==> config.mk <==
export PLATFORM = sky130hd
export DESIGN_NAME = fault_escalator
export DESIGN_NICKNAME = d
export VERILOG_FILES = /design/src/rtl/fe_pkg.sv /design/src/rtl/fe_rank_map.sv /design/src/rtl/fe_arbiter.sv /design/src/rtl/fault_escalator.sv
export SDC_FILE = /design/constraint.sdc
export NUM_CORES = 1
export LEC_CHECK = 0
export ABC_AREA = 1
export BUFFER_PORTS_ARGS = -buffer_cell sky130_fd_sc_hd__buf_2
export CAP_MARGIN = 10
export CORE_UTILIZATION = 58
export DETAILED_ROUTE_END_ITERATION = 7
export GPL_TIMING_DRIVEN = 0
export PLACE_DENSITY = 0.95
export SETUP_SLACK_MARGIN = 0.3
export SYNTH_ARGS = -nofsm -noshare
export SYNTH_HDL_FRONTEND = slang
export SYNTH_SLANG_ARGS = --single-unit
==> constraint.sdc <==
create_clock -name clk -period 12.8 [get_ports clk]
set_input_delay 1.28 -clock clk [delete_from_list [all_inputs] [get_ports clk]]
set_output_delay 1.28 -clock clk [all_outputs]
set_load 0.005 [all_outputs]
==> src/rtl/fe_pkg.sv <==
package fe_pkg;
    localparam int NUM_EXC   = 6;
    localparam int NUM_CFG   = 3;
    localparam int FIX_LVLS  = 3;
    localparam int VEC_W     = 3;
    localparam int IDX_W     = $clog2(NUM_EXC);

    localparam int IDX_RST   = 0;
    localparam int IDX_NMI   = 1;
    localparam int IDX_HF    = 2;
    localparam int IDX_CFG0  = 3;

    typedef struct packed {
        logic [NUM_EXC-1:0] pend;
        logic               act;
        logic [VEC_W-1:0]   vec;
        logic               stk;
    } fe_state_t;
endpackage

==> src/rtl/fe_rank_map.sv <==
module fe_rank_map #(
    parameter int N      = 3,
    parameter int PRI_W  = 3,
    parameter int RANK_W = 4,
    parameter int BASE   = 3
) (
    input  logic [N-1:0]        pend,
    input  logic [N-1:0]        en,
    input  logic [N*PRI_W-1:0]  pri,
    input  logic [RANK_W-1:0]   exec_rank,
    output logic [N-1:0]        elig,
    output logic [N-1:0]        esc,
    output logic [N*RANK_W-1:0] rank
);
    for (genvar g = 0; g < N; g++) begin : g_src
        logic [RANK_W-1:0] r;
        assign r = {{(RANK_W-PRI_W){1'b0}}, pri[g*PRI_W +: PRI_W]} + RANK_W'(BASE);
        assign rank[g*RANK_W +: RANK_W] = r;
        assign elig[g] = pend[g] & en[g] & (r < exec_rank);
        assign esc[g]  = pend[g] & ~(en[g] & (r < exec_rank));
    end
endmodule

==> src/rtl/fe_arbiter.sv <==
module fe_arbiter #(
    parameter int N      = 6,
    parameter int RANK_W = 4,
    localparam int IDX_W = $clog2(N)
) (
    input  logic [N-1:0]        cand_valid,
    input  logic [N*RANK_W-1:0] cand_rank,
    output logic                win_valid,
    output logic [IDX_W-1:0]    win_idx,
    output logic [RANK_W-1:0]   win_rank
);
    always_comb begin
        win_valid = 1'b0;
        win_idx   = '0;
        win_rank  = '1;
        for (int i = 0; i < N; i++) begin
            if (cand_valid[i] &&
                (!win_valid || (cand_rank[i*RANK_W +: RANK_W] < win_rank))) begin
                win_valid = 1'b1;
                win_idx   = IDX_W'(i);
                win_rank  = cand_rank[i*RANK_W +: RANK_W];
            end
        end
    end
endmodule

==> src/rtl/fault_escalator.sv <==
module fault_escalator
    import fe_pkg::*;
#(
    parameter int PRI_W  = 3,
    localparam int RANK_W = $clog2(FIX_LVLS + (1 << PRI_W) + 1)
) (
    input  logic              clk,
    input  logic              rst_n,
    input  logic              rst_req,
    input  logic              nmi_pin,
    input  logic              nmi_sw,
    input  logic              hf_req,
    input  logic              mm_req,
    input  logic              uf_req,
    input  logic              bus_err_wr,
    input  logic              stack_push,
    input  logic              mm_en,
    input  logic              bf_en,
    input  logic              uf_en,
    input  logic [PRI_W-1:0]  mm_pri,
    input  logic [PRI_W-1:0]  bf_pri,
    input  logic [PRI_W-1:0]  uf_pri,
    input  logic [RANK_W-1:0] exec_rank,
    input  logic              stk_clr,
    output logic              act_valid,
    output logic [VEC_W-1:0]  act_vec,
    output logic [NUM_EXC-1:0] pending,
    output logic              stk_err
);
    fe_state_t st_q, st_d;

    logic [NUM_CFG-1:0]        cfg_elig, cfg_esc;
    logic [NUM_CFG*RANK_W-1:0] cfg_rank;
    logic [NUM_EXC-1:0]        cand_valid;
    logic [NUM_EXC*RANK_W-1:0] cand_rank;
    logic                      win_valid;
    logic [IDX_W-1:0]          win_idx;
    logic [RANK_W-1:0]         win_rank;
    logic                      go;
    logic [NUM_EXC-1:0]        set_m, clr_m;

    fe_rank_map #(
        .N(NUM_CFG), .PRI_W(PRI_W), .RANK_W(RANK_W), .BASE(FIX_LVLS)
    ) u_rank_map (
        .pend      (st_q.pend[NUM_EXC-1:IDX_CFG0]),
        .en        ({uf_en, bf_en, mm_en}),
        .pri       ({uf_pri, bf_pri, mm_pri}),
        .exec_rank (exec_rank),
        .elig      (cfg_elig),
        .esc       (cfg_esc),
        .rank      (cfg_rank)
    );

    always_comb begin
        cand_valid = {cfg_elig, st_q.pend[IDX_HF] | (|cfg_esc),
                      st_q.pend[IDX_NMI], st_q.pend[IDX_RST]};
        cand_rank  = {cfg_rank, RANK_W'(IDX_HF), RANK_W'(IDX_NMI), RANK_W'(IDX_RST)};
    end

    fe_arbiter #(.N(NUM_EXC), .RANK_W(RANK_W)) u_arb (
        .cand_valid (cand_valid),
        .cand_rank  (cand_rank),
        .win_valid  (win_valid),
        .win_idx    (win_idx),
        .win_rank   (win_rank)
    );

    always_comb begin
        go    = win_valid && (win_rank < exec_rank);
        set_m = {uf_req, bus_err_wr, mm_req, hf_req, nmi_pin | nmi_sw, rst_req};
        clr_m = '0;
        if (go) begin
            clr_m[win_idx] = 1'b1;
            if (win_idx == IDX_W'(IDX_HF)) begin
                clr_m[NUM_EXC-1:IDX_CFG0] = cfg_esc;
            end
        end

        st_d      = st_q;
        st_d.pend = (st_q.pend & ~clr_m) | set_m;
        st_d.act  = go;
        st_d.vec  = go ? VEC_W'(win_idx) + VEC_W'(1) : '0;
        st_d.stk  = (st_q.stk & ~stk_clr) | (bus_err_wr & stack_push);
    end

    always_ff @(posedge clk) begin
        if (!rst_n) begin
            st_q <= '0;
        end else begin
            st_q <= st_d;
        end
    end

    assign act_valid = st_q.act;
    assign act_vec   = st_q.vec;
    assign pending   = st_q.pend;
    assign stk_err   = st_q.stk;
endmodule

==> flow_summary.yaml, run 1 <==
logic_synthesis:
  synth_nets: 290
  synth_cells: 237
  async_reset_ff_share_pct: 0
  ys_ff_latch: 11
  avgSynthCellArea_um2: 6.267
  ys_seq_area_share_pct: 14.83
  synth_ff_type: "dfxtp_1"
  yosysWarnings: 0
  synth.top_cell.area_share_pct: 21.90
  synth_edf_count: 0
  ys_top_cells_by_area: "ha_1, nand2_1, dfxtp_1"
  synth_largest_area_cell: "ha_1"
  ys_types: 24
  syn_area_um2: 1485
clock_network:
  cts_resized: 0
  cts_hold_buf: 0
  clock_sinks: 11
  cts_tree: "yes"
  clk-insertion-delay-late_ns: 0.27
  cts_buffer_depth: 2
  cts_setup_buffers: 0
  clk_pin_slew_ns: 0.07
  cts_buffers: 3
  h-tree-depth: 1
  cts-root-buf: "clkbuf_4"
place:
  gp_congestion: 0.7999
  dpl_cell_area_um2: 1705
  dp.cells: 302
  post-dp-hpwl_um: 2607
  io_buffers: 37
worst_setup_path:
  path_class: "in -> reg"
  critical_path.most_common_cell: "nand2_1"
  start_kind: "input pin"
  end_kind: "flip-flop"
  required_ns: 12.96
  worstReg2RegEnd: "pending[1]"
  critical_path_arrival_ns: 7.30
  critical-path-slowest-cell: "a211oi_1"
  r2r_slack_ns: 7.48
  reg2regPathDepth: 34
  cp_max_fo: 9
  r2r-start: "pending[0]"
  slowest_delay_ns: 0.82
floorplanning:
  die_h_um: 52.60
  fp.dieW_um: 52.60
  core_region_area_um2: 2318
  initial_utilization_pct: 64.06
  dieArea_um2: 2767
  num_io_pins: 38
  num_rows: 17
power:
  clockPowerShare_pct: 15.8
  power.share.switching_pct: 43.32
  p_int_w: 0.00008416
  p_leak_nw: 1.107
  ir_drop_mv: 0.07586
  pwr-share-comb_pct: 56.9
  powerDensity_nw_per_um2: 85.75
  p_sw_w: 0.00006433
  pwr-share-seq_pct: 27.3
finish:
  final_cells: 306
  final_common_cell: "nand2_1"
  layout-drive-gt1-share_pct: 23.38
  most-common-layout-cells: "nand2_1, inv_1, buf_2"
  final_area_um2: 1732
  antenna_cells: 0
  nFillCells: 198
  final_core_util_pct: 74.69
  num-nets-final: 332
  syn_to_final_growth_pct: 16.60
global_route:
  antenna_found_initial: 0
  grt_pass1_wl_um: 5106
  grt_overflow: 0
  grt_max_degree: 10
  track_usage_pct: 24.40
  grt_pass1_vias: 1278
route:
  wirelength_um: 3028
  routedWlPerCell_um: 9.895
  vias: 1523
  first_pass_iters: 4
  drt_iter0_drc: 45
  antenna_left: 0
  drcViolationCount: 0
  via_per_inst: 4.977
sta:
  finalSetupTns_ns: 0
  tightestPinTransition_ns: 0.9666
  hold_viol: 0
  layout_min_cycle_time_ns: 7.139
  maxSlewHeadroom_pct: 35.17
  fin_crit_sh_pct: 55.78
  setup_viol: 0
  fin_worst_skew_ns: 0.007173
  slew_viol_final: 0
  rsz0062_at_grt: "no"
  fin_hold_ws_ns: 0.4662
  max_freq_ghz: 0.1401
hold_path:
  worstHoldPathCells: 2
  min-delay-start: "stk_err"
  hold_path_end: "stk_err"
  hp-class: "reg -> reg"
run:
  maxCapViolCount: 0
status:
  status: "finished, final reports clean"
critical path: cells and delay by family:
kind | cells | cell delay [ns]
fa+ha+maj | 6 | 1.63
xor+xnor | 1 | 0.28
buf+inv | 8 | 0.66
simple gates | 21 | 1.77
compound gates | 7 | 1.64
worst max path at each step:
stage          startpoint    endpoint  slack (ns)  cells past startpoint
2_1_floorplan   bf_pri[0]  pending[0]        6.46                     39
3_3_place_gp    bf_pri[0]  pending[0]        5.58                     41
3_5_place_dp    bf_pri[0]  pending[0]        5.43                     44
4_1_cts         bf_pri[0]  pending[0]        5.69                     41
5_1_grt         bf_pri[0]  pending[0]        4.92                     45
6_report        bf_pri[0]  pending[1]        5.66                     43
registers in the layout, indices dropped and copies added (netlist names):
register   flops
act_vec        3
stk_err        1
pending        6
act_valid      1
power groups by stage:
| stage | logic, W | registers (W) | clock network (W) |
|---|---|---|---|
| finish | 0.0000844 | 0.0000406 | 0.0000235 |
| global route | 0.0000980 | 0.0000410 | 0.0000264 |
| CTS | 0.0000848 | 0.0000406 | 0.0000238 |
| detailed placement | 0.0000843 | 0.0000414 | 0 |
| global placement | 0.0000810 | 0.0000412 | 0 |
| floorplan | 0.0000626 | 0.0000418 | 0 |
Yosys cell counts (2+ instances only):
library cell / count
nand2_2: 9
dfxtp_1: 11
o21ai_0: 9
a21oi_1: 15
inv_1: 49
o21a_1: 2
nor2_1: 14
ha_1: 26
nand2_1: 62
nand2_4: 5
a21oi_2: 2
nand3_1: 15
inv_2: 2
xnor2_1: 2
or2_2: 2
nand3_2: 4
area by class of cell:
class                   instances  area (um^2)  area share, %
clock buffers                   4        26.28          1.517
repair buffers                 37        185.2          10.69
well taps                      28        35.03          2.023
flip-flops and latches         11        220.2          12.72
inverters                      52        195.2          11.27
multi-input cells             174         1070          61.78
layer usage:
metal | track usage [%] | part of all wire (%) | up-vias
met5 | 0 | 0 | -
met4 | 1.316 | 0.30 | 0
met3 | 4.348 | 3.3 | 3
met2 | 43.88 | 49 | 33
met1 | 31.26 | 47 | 663
li1 | - | - | 824
through the flow:
stage               setup WS (ns)  total power, W
finish                      5.661       0.0001485
global route                4.923       0.0001655
CTS                         5.689       0.0001492
detailed placement          5.428       0.0001257
global placement            5.576       0.0001222
floorplan                   6.455       0.0001044
cells by family after synthesis:
kind of cell / synth area share [%]
simple gates: 36.23
buf+inv: 13.14
compound gates: 12.13
fa+ha+maj: 21.90
flops: 14.83
xor+xnor: 1.769
No activity file was read; power rests on OpenSTA's default activity.
==> run 2: changes to the inputs <==
--- a/config.mk
+++ b/config.mk
@@ -8,10 +8,10 @@
 export ABC_AREA = 1
 export BUFFER_PORTS_ARGS = -buffer_cell sky130_fd_sc_hd__buf_2
 export CAP_MARGIN = 10
-export CORE_UTILIZATION = 58
+export CORE_UTILIZATION = 53
 export DETAILED_ROUTE_END_ITERATION = 7
 export GPL_TIMING_DRIVEN = 0
-export PLACE_DENSITY = 0.95
+export PLACE_DENSITY = 0.91
 export SETUP_SLACK_MARGIN = 0.3
 export SYNTH_ARGS = -nofsm -noshare
 export SYNTH_HDL_FRONTEND = slang
==> constraint.sdc (replaced) <==
create_clock -name clk -period 6.9 [get_ports clk]
set_input_delay 0.69 -clock clk [delete_from_list [all_inputs] [get_ports clk]]
set_output_delay 0.69 -clock clk [all_outputs]
set_load 0.005 [all_outputs]
==> run 2 against run 1 <==
Effect of this change:
- routed wire length grew 2.9%
- clock power increased by 83%
- largest cell class unchanged
- global-route usage shrank 2.0 points
- highest routed layer is now met3
- non-clock buffer count is 1 higher
- via count decreased by 0.46%
- critical path type unchanged
- first-iteration DRC count is 38% lower
==> flow_summary.yaml, run 2 (same netlist as run 1, synthesis figures left out) <==
sta:
  fin_crit_sh_pct: 86.85
  maxSlewHeadroom_pct: 79.43
  hold_viol: 0
  setup_viol: 0
  tightestPinTransition_ns: 0.3074
  layout_min_cycle_time_ns: 5.993
  max_freq_ghz: 0.1669
  rsz0062_at_grt: "no"
  slew_viol_final: 0
  fin_worst_skew_ns: 0.002108
  finalSetupTns_ns: 0
route:
  met3_length_um: 122
  routedWlPerCell_um: 10.08
  drt_iter0_drc: 28
  drcViolationCount: 0
  antenna_left: 0
  wirelength_um: 3115
  via_per_inst: 4.906
  first_pass_iters: 4
  wl_met2_um: 1497
  vias: 1516
  top_layer: "met3"
  wl_met1_um: 1494
finish:
  layout-drive-gt1-share_pct: 24.01
  final_cells: 309
  final_common_cell: "nand2_1"
  antenna_cells: 0
  nFillCells: 241
  num-nets-final: 333
  most-common-layout-cells: "nand2_1, inv_1, buf_2"
  syn_to_final_growth_pct: 18.11
  largest_reg_flops: 6
global_route:
  track_usage_pct: 22.45
  grt_max_degree: 10
  grt_overflow: 0
  grt_pass1_vias: 1307
  grt_pass1_wl_um: 5050
  antenna_found_initial: 0
clock_network:
  cts_buffers: 3
  cts_hold_buf: 0
  clk_pin_slew_ns: 0.07
  h-tree-depth: 1
  cts-root-buf: "clkbuf_4"
  cts_tree: "yes"
  clk-insertion-delay-late_ns: 0.27
  clock_sinks: 11
  cts_buffer_depth: 2
worst_setup_path:
  required_ns: 7.05
  start_kind: "input pin"
  critical_path.most_common_cell: "nand2_1"
  r2r_slack_ns: 2.07
  cp_max_fo: 9
  critical-path-slowest-cell: "ha_1"
  r2r-start: "pending[0]"
  slowest_delay_ns: 0.33
  crit_path_start: "bf_pri[0]"
  setup.worst_path.end: "pending[3]"
  critical_path_arrival_ns: 6.14
  path_class: "in -> reg"
  worstReg2RegEnd: "pending[3]"
  reg2regPathDepth: 35
  end_kind: "flip-flop"
hold_path:
  min-delay-start: "stk_err"
  hp-class: "reg -> reg"
place:
  post-dp-hpwl_um: 2654
  io_buffers: 37
  dp.cells: 304
  gp_congestion: 0.8446
floorplanning:
  initial_utilization_pct: 57.85
  num_io_pins: 38
  core_region_area_um2: 2567
  num_rows: 18
  fp.dieW_um: 54.94
  dieArea_um2: 3018
  die_h_um: 54.94
power:
  power.share.switching_pct: 43.22
  p_leak_nw: 1.115
  p_int_w: 0.0001600
  pwr-share-seq_pct: 26.8
  clockPowerShare_pct: 15.2
  ir_drop_mv: 0.1749
  pwr-share-comb_pct: 58.0
  powerDensity_nw_per_um2: 160.6
  p_sw_w: 0.0001218
run:
  maxCapViolCount: 0
status:
  status: "finished, final reports clean"
## run 2: cell types whose count changed in the layout (fill, tap and decap cells not counted), sizes merged
cell  delta
buf      +1
## run 2: stage by stage
stage | utilization [%] | hold slack [ns] | area, um^2 | worst slack [ns] | power [W]
2_1_floorplan | - | 0.4551 | 1485 | 1.145 | 0.0001936
3_3_place_gp | 66.52 | 0.4453 | 1708 | 0.3059 | 0.0002267
3_5_place_dp | 66.52 | 0.4570 | 1708 | 0.2186 | 0.0002334
4_1_cts | 67.54 | 0.4730 | 1734 | 0.4848 | 0.0002761
5_1_grt | 68.32 | 0.5091 | 1754 | 0.3173 | 0.0003119
6_report | 68.32 | 0.4763 | 1754 | 0.9073 | 0.0002818
## run 2: per-layer routing
| metal | GRT usage [%] | vias to the layer above |
|---|---|---|
| met3 | 3.279 | 0 |
| met5 | 0 | - |
| li1 | - | 825 |
| met2 | 43.57 | 38 |
| met1 | 27.29 | 653 |
| met4 | 0 | 0 |
## run 2: how the worst min path moves through the flow
stage | endpoint | slack (ns) | depth (start not counted)
detailed placement | stk_err | 0.46 | 2
floorplan | stk_err | 0.46 | 2
CTS | stk_err | 0.47 | 2
global route | stk_err | 0.51 | 2
finish | stk_err | 0.48 | 2
global placement | stk_err | 0.45 | 2
## run 2: area by class of cell
| type | count | area [um^2] | share of cell area (%) |
|---|---|---|---|
| tap | 30 | 37.54 | 2.140 |
| clock buffer | 4 | 26.28 | 1.498 |
| inverter | 52 | 195.2 | 11.13 |
| timing repair buffer | 38 | 192.7 | 10.98 |
| multi-input combinational | 174 | 1082 | 61.70 |
| sequential | 11 | 220.2 | 12.55 |
## run 2: critical path: cells and delay by family
| kind | cells | cell delay, ns |
|---|---|---|
| AO/OA/AOI/OAI | 6 | 0.93 |
| buffers and inverters | 8 | 0.71 |
| XOR/XNOR | 1 | 0.26 |
| AND/OR/NAND/NOR | 23 | 1.83 |
| adder cells (fa/ha/maj) | 6 | 1.70 |
## run 2: timing repair
action,in CTS,in global routing
endpoints found under the setup margin,0,10
gates resized for setup,0,2
setup buffers,0,1
## run 2: power groups by stage
stage / Sequential, W / Clock, W / Combinational, W
finish: 0.0000755 / 0.0000430 / 0.000163
global route: 0.0000765 / 0.0000469 / 0.000189
CTS: 0.0000756 / 0.0000434 / 0.000157
detailed placement: 0.0000770 / 0 / 0.000156
global placement: 0.0000764 / 0 / 0.000150
floorplan: 0.0000775 / 0 / 0.000116
